--- config.mk ---
export PLATFORM = sky130hd
export DESIGN_NAME = fcd_decoder
export DESIGN_NICKNAME = d
export VERILOG_FILES = /design/src/rtl/fcd_pkg.sv /design/src/rtl/fcd_classify.sv /design/src/rtl/fcd_susp.sv /design/src/rtl/fcd_seq.sv /design/src/rtl/fcd_decoder.sv
export SDC_FILE = /design/constraint.sdc
export NUM_CORES = 1
export LEC_CHECK = 0
export ABC_AREA = 1
export BUFFER_PORTS_ARGS = -buffer_cell sky130_fd_sc_hd__buf_2
export CORE_MARGIN = 3
export CORE_UTILIZATION = 46
export CTS_CLUSTER_SIZE = 25
export DETAILED_ROUTE_END_ITERATION = 12
export HOLD_SLACK_MARGIN = 0.1
export MAX_ROUTING_LAYER = met4
export PLACE_DENSITY = 0.85
export RECOVER_POWER = 25
export SLEW_MARGIN = 20
export SYNTH_ARGS = -nofsm -noshare
export SYNTH_HDL_FRONTEND = slang
export SYNTH_HIERARCHICAL = 1
export SYNTH_SLANG_ARGS = --single-unit
--- constraint.sdc ---
create_clock -name clk -period 2.1 [get_ports clk]
set_clock_uncertainty 0.2 [all_clocks]
set_input_delay 0.105 -clock clk [delete_from_list [all_inputs] [get_ports clk]]
set_output_delay 0.105 -clock clk [all_outputs]
set_load 0.05 [all_outputs]
--- src/rtl/fcd_pkg.sv ---
package fcd_pkg;

  localparam int NUM_OPS = 9;

  localparam logic [7:0] CMD_UNLOCK_A = 8'hAA;
  localparam logic [7:0] CMD_UNLOCK_B = 8'h55;
  localparam logic [7:0] CMD_RESET    = 8'hF0;
  localparam logic [7:0] CMD_PROG     = 8'hA0;
  localparam logic [7:0] CMD_ERASE    = 8'h80;
  localparam logic [7:0] CMD_CHIP     = 8'h10;
  localparam logic [7:0] CMD_SECT     = 8'h30;
  localparam logic [7:0] CMD_BYPASS   = 8'h20;
  localparam logic [7:0] CMD_IDENT    = 8'h90;
  localparam logic [7:0] CMD_CFG      = 8'hC0;
  localparam logic [7:0] CMD_QUERY    = 8'h98;
  localparam logic [7:0] CMD_SUSPEND  = 8'hB0;
  localparam logic [7:0] CMD_RESUME   = 8'h30;
  localparam logic [7:0] CMD_BYP_EXIT = 8'h00;

  typedef enum logic [3:0] {
    OP_NONE = 4'd0,
    OP_RST  = 4'd1,
    OP_PROG = 4'd2,
    OP_SEC  = 4'd3,
    OP_CHIP = 4'd4,
    OP_ASEL = 4'd5,
    OP_CFG  = 4'd6,
    OP_QRY  = 4'd7,
    OP_SUS  = 4'd8,
    OP_RES  = 4'd9
  } op_e;

  typedef enum logic [3:0] {
    S_IDLE, S_U1, S_U2, S_PRG, S_E1, S_E2, S_E3,
    S_ASEL, S_QRY, S_BYP, S_BPRG, S_BERS, S_BRST
  } st_e;

  typedef struct packed {
    logic       at_555;
    logic       at_2aa;
    logic       at_055;
    logic [7:0] code;
  } wr_class_t;

  // States in which the decoder sits inside bypass mode
  function automatic logic in_bypass(input st_e s);
    return (s == S_BYP) || (s == S_BPRG) || (s == S_BERS) || (s == S_BRST);
  endfunction

  // States in which F0 is not a reset (bypass or the program-data step)
  function automatic logic reset_masked(input st_e s);
    return in_bypass(s) || (s == S_PRG);
  endfunction

  // One-hot strobe vector for an operation; bit k is operation k+1
  function automatic logic [NUM_OPS-1:0] op_onehot(input op_e op);
    logic [NUM_OPS-1:0] v;
    v = '0;
    if (op != OP_NONE) v[int'(op) - 1] = 1'b1;
    return v;
  endfunction

endpackage

--- src/rtl/fcd_classify.sv ---
module fcd_classify
  import fcd_pkg::*;
#(
  parameter int UNLOCK_W = 11
) (
  input  logic [UNLOCK_W-1:0] addr_lo,
  input  logic [7:0]          code_in,
  output wr_class_t           cls
);
  localparam logic [UNLOCK_W-1:0] PAT_555 = UNLOCK_W'(11'h555);
  localparam logic [UNLOCK_W-1:0] PAT_2AA = UNLOCK_W'(11'h2AA);
  localparam logic [UNLOCK_W-1:0] PAT_055 = UNLOCK_W'(11'h055);

  always_comb begin
    cls.at_555 = (addr_lo == PAT_555);
    cls.at_2aa = (addr_lo == PAT_2AA);
    cls.at_055 = (addr_lo == PAT_055);
    cls.code   = code_in;
  end
endmodule

--- src/rtl/fcd_susp.sv ---
module fcd_susp (
  input  logic clk,
  input  logic rst_n,
  input  logic erase_busy,
  input  logic sus_fire,
  input  logic res_fire,
  output logic allow_sus,
  output logic allow_res
);
  logic susp_q;

  always_ff @(posedge clk or negedge rst_n) begin
    if (!rst_n)          susp_q <= 1'b0;
    else if (!erase_busy) susp_q <= 1'b0;
    else if (sus_fire)    susp_q <= 1'b1;
    else if (res_fire)    susp_q <= 1'b0;
  end

  assign allow_sus = erase_busy & ~susp_q;
  assign allow_res = susp_q;

  AST_SUS_ONLY_RUNNING: assert property (@(posedge clk) disable iff (!rst_n)
    sus_fire |-> (erase_busy && !susp_q));
  AST_RES_ONLY_SUSPENDED: assert property (@(posedge clk) disable iff (!rst_n)
    res_fire |-> susp_q);
  AST_SUSP_CLEARS_IDLE: assert property (@(posedge clk) disable iff (!rst_n)
    !erase_busy |=> !susp_q);
endmodule

--- src/rtl/fcd_seq.sv ---
module fcd_seq
  import fcd_pkg::*;
(
  input  logic      clk,
  input  logic      rst_n,
  input  logic      wr_valid,
  input  wr_class_t cls,
  input  logic      allow_sus,
  input  logic      allow_res,
  output op_e       op,
  output st_e       state
);
  st_e  nxt;
  logic [7:0] c;

  assign c = cls.code;

  always_comb begin
    nxt = state;
    op  = OP_NONE;
    if (wr_valid) begin
      if (!reset_masked(state) && (c == CMD_RESET)) begin
        op  = OP_RST;
        nxt = S_IDLE;
      end else begin
        unique case (state)
          S_IDLE: begin
            if (cls.at_555 && c == CMD_UNLOCK_A)       nxt = S_U1;
            else if (cls.at_055 && c == CMD_QUERY) begin op = OP_QRY; nxt = S_QRY; end
            else if (c == CMD_SUSPEND && allow_sus)      op = OP_SUS;
            else if (c == CMD_RESUME && allow_res)       op = OP_RES;
          end
          S_U1: nxt = (cls.at_2aa && c == CMD_UNLOCK_B) ? S_U2 : S_IDLE;
          S_U2: begin
            nxt = S_IDLE;
            if (cls.at_555) begin
              case (c)
                CMD_PROG:   nxt = S_PRG;
                CMD_ERASE:  nxt = S_E1;
                CMD_BYPASS: nxt = S_BYP;
                CMD_IDENT:  begin op = OP_ASEL; nxt = S_ASEL; end
                CMD_CFG:    op = OP_CFG;
                default:    nxt = S_IDLE;
              endcase
            end
          end
          S_PRG: begin op = OP_PROG; nxt = S_IDLE; end
          S_E1: nxt = (cls.at_555 && c == CMD_UNLOCK_A) ? S_E2 : S_IDLE;
          S_E2: nxt = (cls.at_2aa && c == CMD_UNLOCK_B) ? S_E3 : S_IDLE;
          S_E3: begin
            nxt = S_IDLE;
            if (cls.at_555 && c == CMD_CHIP) op = OP_CHIP;
            else if (c == CMD_SECT)          op = OP_SEC;
          end
          S_ASEL: begin
            if (cls.at_055 && c == CMD_QUERY) begin op = OP_QRY; nxt = S_QRY; end
          end
          S_QRY: nxt = S_QRY;
          S_BYP: begin
            if (c == CMD_PROG)                        nxt = S_BPRG;
            else if (c == CMD_ERASE)                  nxt = S_BERS;
            else if (c == CMD_IDENT)                  nxt = S_BRST;
            else if (c == CMD_SUSPEND && allow_sus)   op = OP_SUS;
            else if (c == CMD_RESUME && allow_res)    op = OP_RES;
          end
          S_BPRG: begin op = OP_PROG; nxt = S_BYP; end
          S_BERS: begin
            nxt = S_BYP;
            if (c == CMD_SECT)      op = OP_SEC;
            else if (c == CMD_CHIP) op = OP_CHIP;
          end
          S_BRST: begin
            if (c == CMD_BYP_EXIT) begin op = OP_RST; nxt = S_IDLE; end
            else                   nxt = S_BYP;
          end
          default: nxt = S_IDLE;
        endcase
      end
    end
  end

  always_ff @(posedge clk or negedge rst_n) begin
    if (!rst_n) state <= S_IDLE;
    else        state <= nxt;
  end

  AST_BYP_STICKY: assert property (@(posedge clk) disable iff (!rst_n)
    (in_bypass($past(state)) && $past(state) != S_BRST) |-> in_bypass(state));
  AST_QRY_EXIT_IDLE: assert property (@(posedge clk) disable iff (!rst_n)
    ($past(state) == S_QRY && state != S_QRY) |-> (state == S_IDLE));
endmodule

--- src/rtl/fcd_decoder.sv ---
module fcd_decoder
  import fcd_pkg::*;
#(
  parameter int ADDR_W   = 21,
  parameter int DATA_W   = 16,
  parameter int UNLOCK_W = 11,
  parameter int BANK_W   = 2,
  parameter int SECT_LSB = 13
) (
  input  logic              clk,
  input  logic              rst_n,
  input  logic              wr_valid,
  input  logic [ADDR_W-1:0] wr_addr,
  input  logic [DATA_W-1:0] wr_data,
  input  logic              erase_busy,
  output logic              stb_rst,
  output logic              stb_prog,
  output logic              stb_sec,
  output logic              stb_chip,
  output logic              stb_asel,
  output logic              stb_cfg,
  output logic              stb_qry,
  output logic              stb_sus,
  output logic              stb_res,
  output logic [ADDR_W-1:0] op_addr,
  output logic [DATA_W-1:0] op_data,
  output logic [BANK_W-1:0] op_bank,
  output logic [ADDR_W-SECT_LSB-1:0] op_sector
);
  localparam int SECT_W = ADDR_W - SECT_LSB;

  wr_class_t cls;
  op_e       op;
  st_e       seq_state;
  logic      allow_sus, allow_res;
  logic      sus_fire, res_fire;
  logic [NUM_OPS-1:0] op_vec;
  logic [NUM_OPS-1:0] stb_q;

  fcd_classify #(.UNLOCK_W(UNLOCK_W)) u_cls (
    .addr_lo (wr_addr[UNLOCK_W-1:0]),
    .code_in (wr_data[7:0]),
    .cls     (cls)
  );

  fcd_seq u_seq (
    .clk       (clk),
    .rst_n     (rst_n),
    .wr_valid  (wr_valid),
    .cls       (cls),
    .allow_sus (allow_sus),
    .allow_res (allow_res),
    .op        (op),
    .state     (seq_state)
  );

  assign sus_fire = (op == OP_SUS);
  assign res_fire = (op == OP_RES);

  fcd_susp u_susp (
    .clk        (clk),
    .rst_n      (rst_n),
    .erase_busy (erase_busy),
    .sus_fire   (sus_fire),
    .res_fire   (res_fire),
    .allow_sus  (allow_sus),
    .allow_res  (allow_res)
  );

  assign op_vec = op_onehot(op);

  for (genvar i = 0; i < NUM_OPS; i++) begin : g_stb
    always_ff @(posedge clk or negedge rst_n) begin
      if (!rst_n) stb_q[i] <= 1'b0;
      else        stb_q[i] <= op_vec[i];
    end
  end

  always_ff @(posedge clk or negedge rst_n) begin
    if (!rst_n) begin
      op_addr   <= '0;
      op_data   <= '0;
      op_bank   <= '0;
      op_sector <= '0;
    end else if (op != OP_NONE) begin
      op_addr   <= wr_addr;
      op_data   <= wr_data;
      op_bank   <= wr_addr[ADDR_W-1 -: BANK_W];
      op_sector <= wr_addr[ADDR_W-1 -: SECT_W];
    end
  end

  assign stb_rst  = stb_q[0];
  assign stb_prog = stb_q[1];
  assign stb_sec  = stb_q[2];
  assign stb_chip = stb_q[3];
  assign stb_asel = stb_q[4];
  assign stb_cfg  = stb_q[5];
  assign stb_qry  = stb_q[6];
  assign stb_sus  = stb_q[7];
  assign stb_res  = stb_q[8];

  AST_ONE_STROBE: assert property (@(posedge clk) disable iff (!rst_n)
    $onehot0(stb_q));
  AST_STROBE_AFTER_WRITE: assert property (@(posedge clk) disable iff (!rst_n)
    (stb_q != '0) |-> $past(wr_valid));
  AST_OPS_HOLD: assert property (@(posedge clk) disable iff (!rst_n)
    (stb_q == '0) |-> ($stable(op_addr) && $stable(op_data)));
  AST_PROG_SOURCE: assert property (@(posedge clk) disable iff (!rst_n)
    stb_prog |-> ($past(seq_state) == S_PRG || $past(seq_state) == S_BPRG));
  AST_CHIP_SOURCE: assert property (@(posedge clk) disable iff (!rst_n)
    stb_chip |-> ($past(seq_state) == S_E3 || $past(seq_state) == S_BERS));
  AST_SUS_NEEDS_BUSY: assert property (@(posedge clk) disable iff (!rst_n)
    stb_sus |-> $past(erase_busy));
endmodule

==> reports/summary.txt <==
layout overhead on the synthesized area - 55.4%
fmax - 439 MHz
Vias - 3574
Post-Synth Adder-Cell Area - 0%
Cells after Synth - 416
Reg-to-Reg End - op_addr[7]$_DFFE_PN0P_
CP Launch Point - u_seq/state[0]$_DFFE_PN0P_
Setup TNS - -4640 ps
final wirelength - 10700 um
final setup vio count - 46
Tightest Pin Transition - 836 ps
number of synthesized flops with an enable pin - 0
Root Buffer - clkbuf_8
Chip Width - 86.3 um
Placed Instances - 604
Arr. time, crit path - 2330 ps
Crit path top cell by count - nand2_1
status - finished with violations
wire length per cell - 15.9 um
Max VDD drop - 0.481 mV
Yosys reg bits - 51
Buffers on Ports - 96
Mapped Nets - 457
Design Area, Final - 4610 um2
worst hold slack - 178 ps
WP buf/inv - 5
area leader, netlist - dfrtp_1
GRT Residual Overflow - 0
post-synth top area share - 43.0%
Max-Cap Viols - 0
crit path to - op_addr[7]$_DFFE_PN0P_
router iterations before antenna repair - 6
Die Area - 7450 um2
number of buffers created by CTS - 5
Worst Path Required - 2150 ps
Post-Syn Area - 2970 um2
DR vias/cell - 5.30
Syn Area/Cell - 7.13 um2
worst rel slew slack - 44.1%
number of antenna violations at the first check in global routing - 1
Setup WS post-layout - -179 ps
gr usage total - 28.1%
Finished Core Util - 75.6%
unrepaired setup endpoints after global routing - true
worst hold-check path type - primary input to flop
cell area after placement - 3710 um2
Post-Synth XOR/XNOR Area - 0%
Max H-tree Level - 2
reg-to-reg setup timing slack - -180 ps
layout cells sized above 1 - 39.6%
failing checks - negative setup slack
Initial DRC Count - 396
row cnt - 28
pre-CTS setup slack - -153 ps
Placeable Area - 6100 um2
Max Slew Vio Count - 0
Synth cell types - 24
Tot Pwr - 2.70 mW
fin nets - 638
IO Count - 97
Worst setup SP type - flop
predominant post-synthesis flop cell - dfrtp_1
global-route wire length before repair - 16300 um
die height - 86.3 um
Antenna Violating Nets Remaining - 0
Bufs on Longest Clock Path - 2
main area contributors after synthesis - dfrtp_1 43%, nand2_1 19%, nand3_1 9.4%
largest net degree at the start of global routing - 27
final worst path period need - 2280 ps
CP endpoint kind - flop
Post-DP HPWL - 6510 um
sequential area share after synthesis - 43.0%
crit-path cells - inv_2 -> buf_4 -> nand2_4 -> nor2_1 -> buf_4 -> nand3_1 -> nand4_1 -> nand2_1 -> inv_2 -> nor2_4 -> nand2_4 -> clkbuf_16 -> nand2_1 -> nand2_1
DRC - 0
area share of and/or/nand/nor cells after synthesis - 42.8%
Final Hold Fails - 0
Pleak - 2.57 nW
Clock Latency Late Sink - 310 ps
Layout Cells excl Fill - 674
pwr/cell area - 585 nW/um2
Num Clock Sinks - 51
CTS tree - built
worst-path fanout max - 7
dominant combinational cell family by area after synthesis - simple AND/OR/NAND/NOR gates
Synth Warn # - 6
Critical Path Slowest Stage Cell - dfrtp_1
Critical Path Stages - 14
mux cell area share after synthesis - 0%
worst stage delay on the critical path - 440 ps
Starting Density - 48.7%
cell class contributing the biggest share of worst-path delay - simple AND/OR/NAND/NOR gates
Final Cycle Share - 109%
highest metal layer with signal wires - met4
ys async rst share - 100%
Met1 Wirelength - 4000 um
Met3 Wirelength - 873 um
gpl congestion - 0.937
RR Startpoint - u_seq/state[0]$_DFFE_PN0P_
Synth Area in Compound Gates - 2.02%
clk slew on worst S/H paths - 100 ps
Setup Crit Path Kind - flop to flop
number of global-route vias before repair - 3542
met2 WL - 5430 um
cell count of the worst reg-to-reg path - 14
==> report_power, final <==
group          internal, mW  total, mW  switching, mW
sequential             1.07       1.13         0.0588
clock                 0.361      0.718          0.357
combinational         0.236      0.849          0.614
==> kinds of logic (layout without fill, tap and decap cells) <==
family	after synthesis	in the layout
buffers and inverters	67	249
DFF	51	51
and+or+nand+nor	289	289
other	0	1
AOI/OAI and AO/OA	9	9
==> sequential cells by signal, summed over array words and instances (netlist names), 4 cells and up <==
name / flops
op_sector: 8
u_seq/state: 4
op_addr: 13
op_data: 16
==> layer usage <==
layer  up-vias  GRT usage, %
met5         -             -
met4         0          8.50
met3        38          4.85
met2       210          50.8
met1      1678          31.5
li1       1648             -
==> worst min-delay path: stages <==
cell     delay, ps
buf_2          160
nor3_1          70
nand4_1         80
nand4_1        130
nand2_1         90
nand2_1         40
==> how the worst min path moves through the flow <==
| stage | to | slack, ps | from | cells after the start |
|---|---|---|---|---|
| after floorplan | op_addr[0]$_DFFE_PN0P_ | -390 | rst_n | 0 |
| after global routing | u_seq/state[1]$_DFFE_PN0P_ | 210 | wr_data[7] | 6 |
| after CTS | op_data[1]$_DFFE_PN0P_ | 150 | rst_n | 3 |
| final | u_seq/state[1]$_DFFE_PN0P_ | 180 | wr_data[7] | 6 |
| after detailed placement | stb_asel$_DFF_PN0_ | -120 | rst_n | 1 |
| after global placement | stb_res$_DFF_PN0_ | -130 | rst_n | 1 |
==> synth_stat cells, types with 2 or more instances <==
cell       n
dfrtp_1   51
nor2_4     5
inv_2      3
buf_2      4
nand2_1  150
nand2_2    6
nand4_1    5
inv_1     35
nor2_2    11
buf_4     22
a21oi_1    2
buf_6      3
nor2_1    44
nor3_1    10
nand3_1   56
==> cells in the final DEF (no fill, tap or decap), drive strengths merged <==
master and count:
nand2 157, buf 156, nor2 60, nand3 56, dfrtp 51, dlygate4sd3 41, inv 39, clkbuf 12
nor3 10, nand4 5, a21oi 3, diode 1, or2 1, bufinv 1, o211ai 1, a31oi 1
o22ai 1, o21a 1, o2111ai 1, o21ai 1
==> repair_timing <==
item / 4_1_cts / 5_1_grt
buffers inserted: 13 / 5
pin swaps: 15 / 20
gates cloned: 2 / 3
hold endpoints to repair: 95 / 0
hold buffers: 41 / 0
resized for setup: 21 / 43
endpoints found under the setup margin: 44 / 47
==> final cells by class <==
class / count / area, um2
Tap cell: 75 / 93.8
Sequential cell: 51 / 1280
Timing Repair Buffer: 203 / 1500
Multi-Input combinational cell: 298 / 1480
Inverter: 38 / 145
Clock buffer: 6 / 72.6
Antenna cell: 1 / 2.50
Fill cell: 441 / 1490
Clock inverter: 2 / 38.8
(Power assumes the default switching activity.)
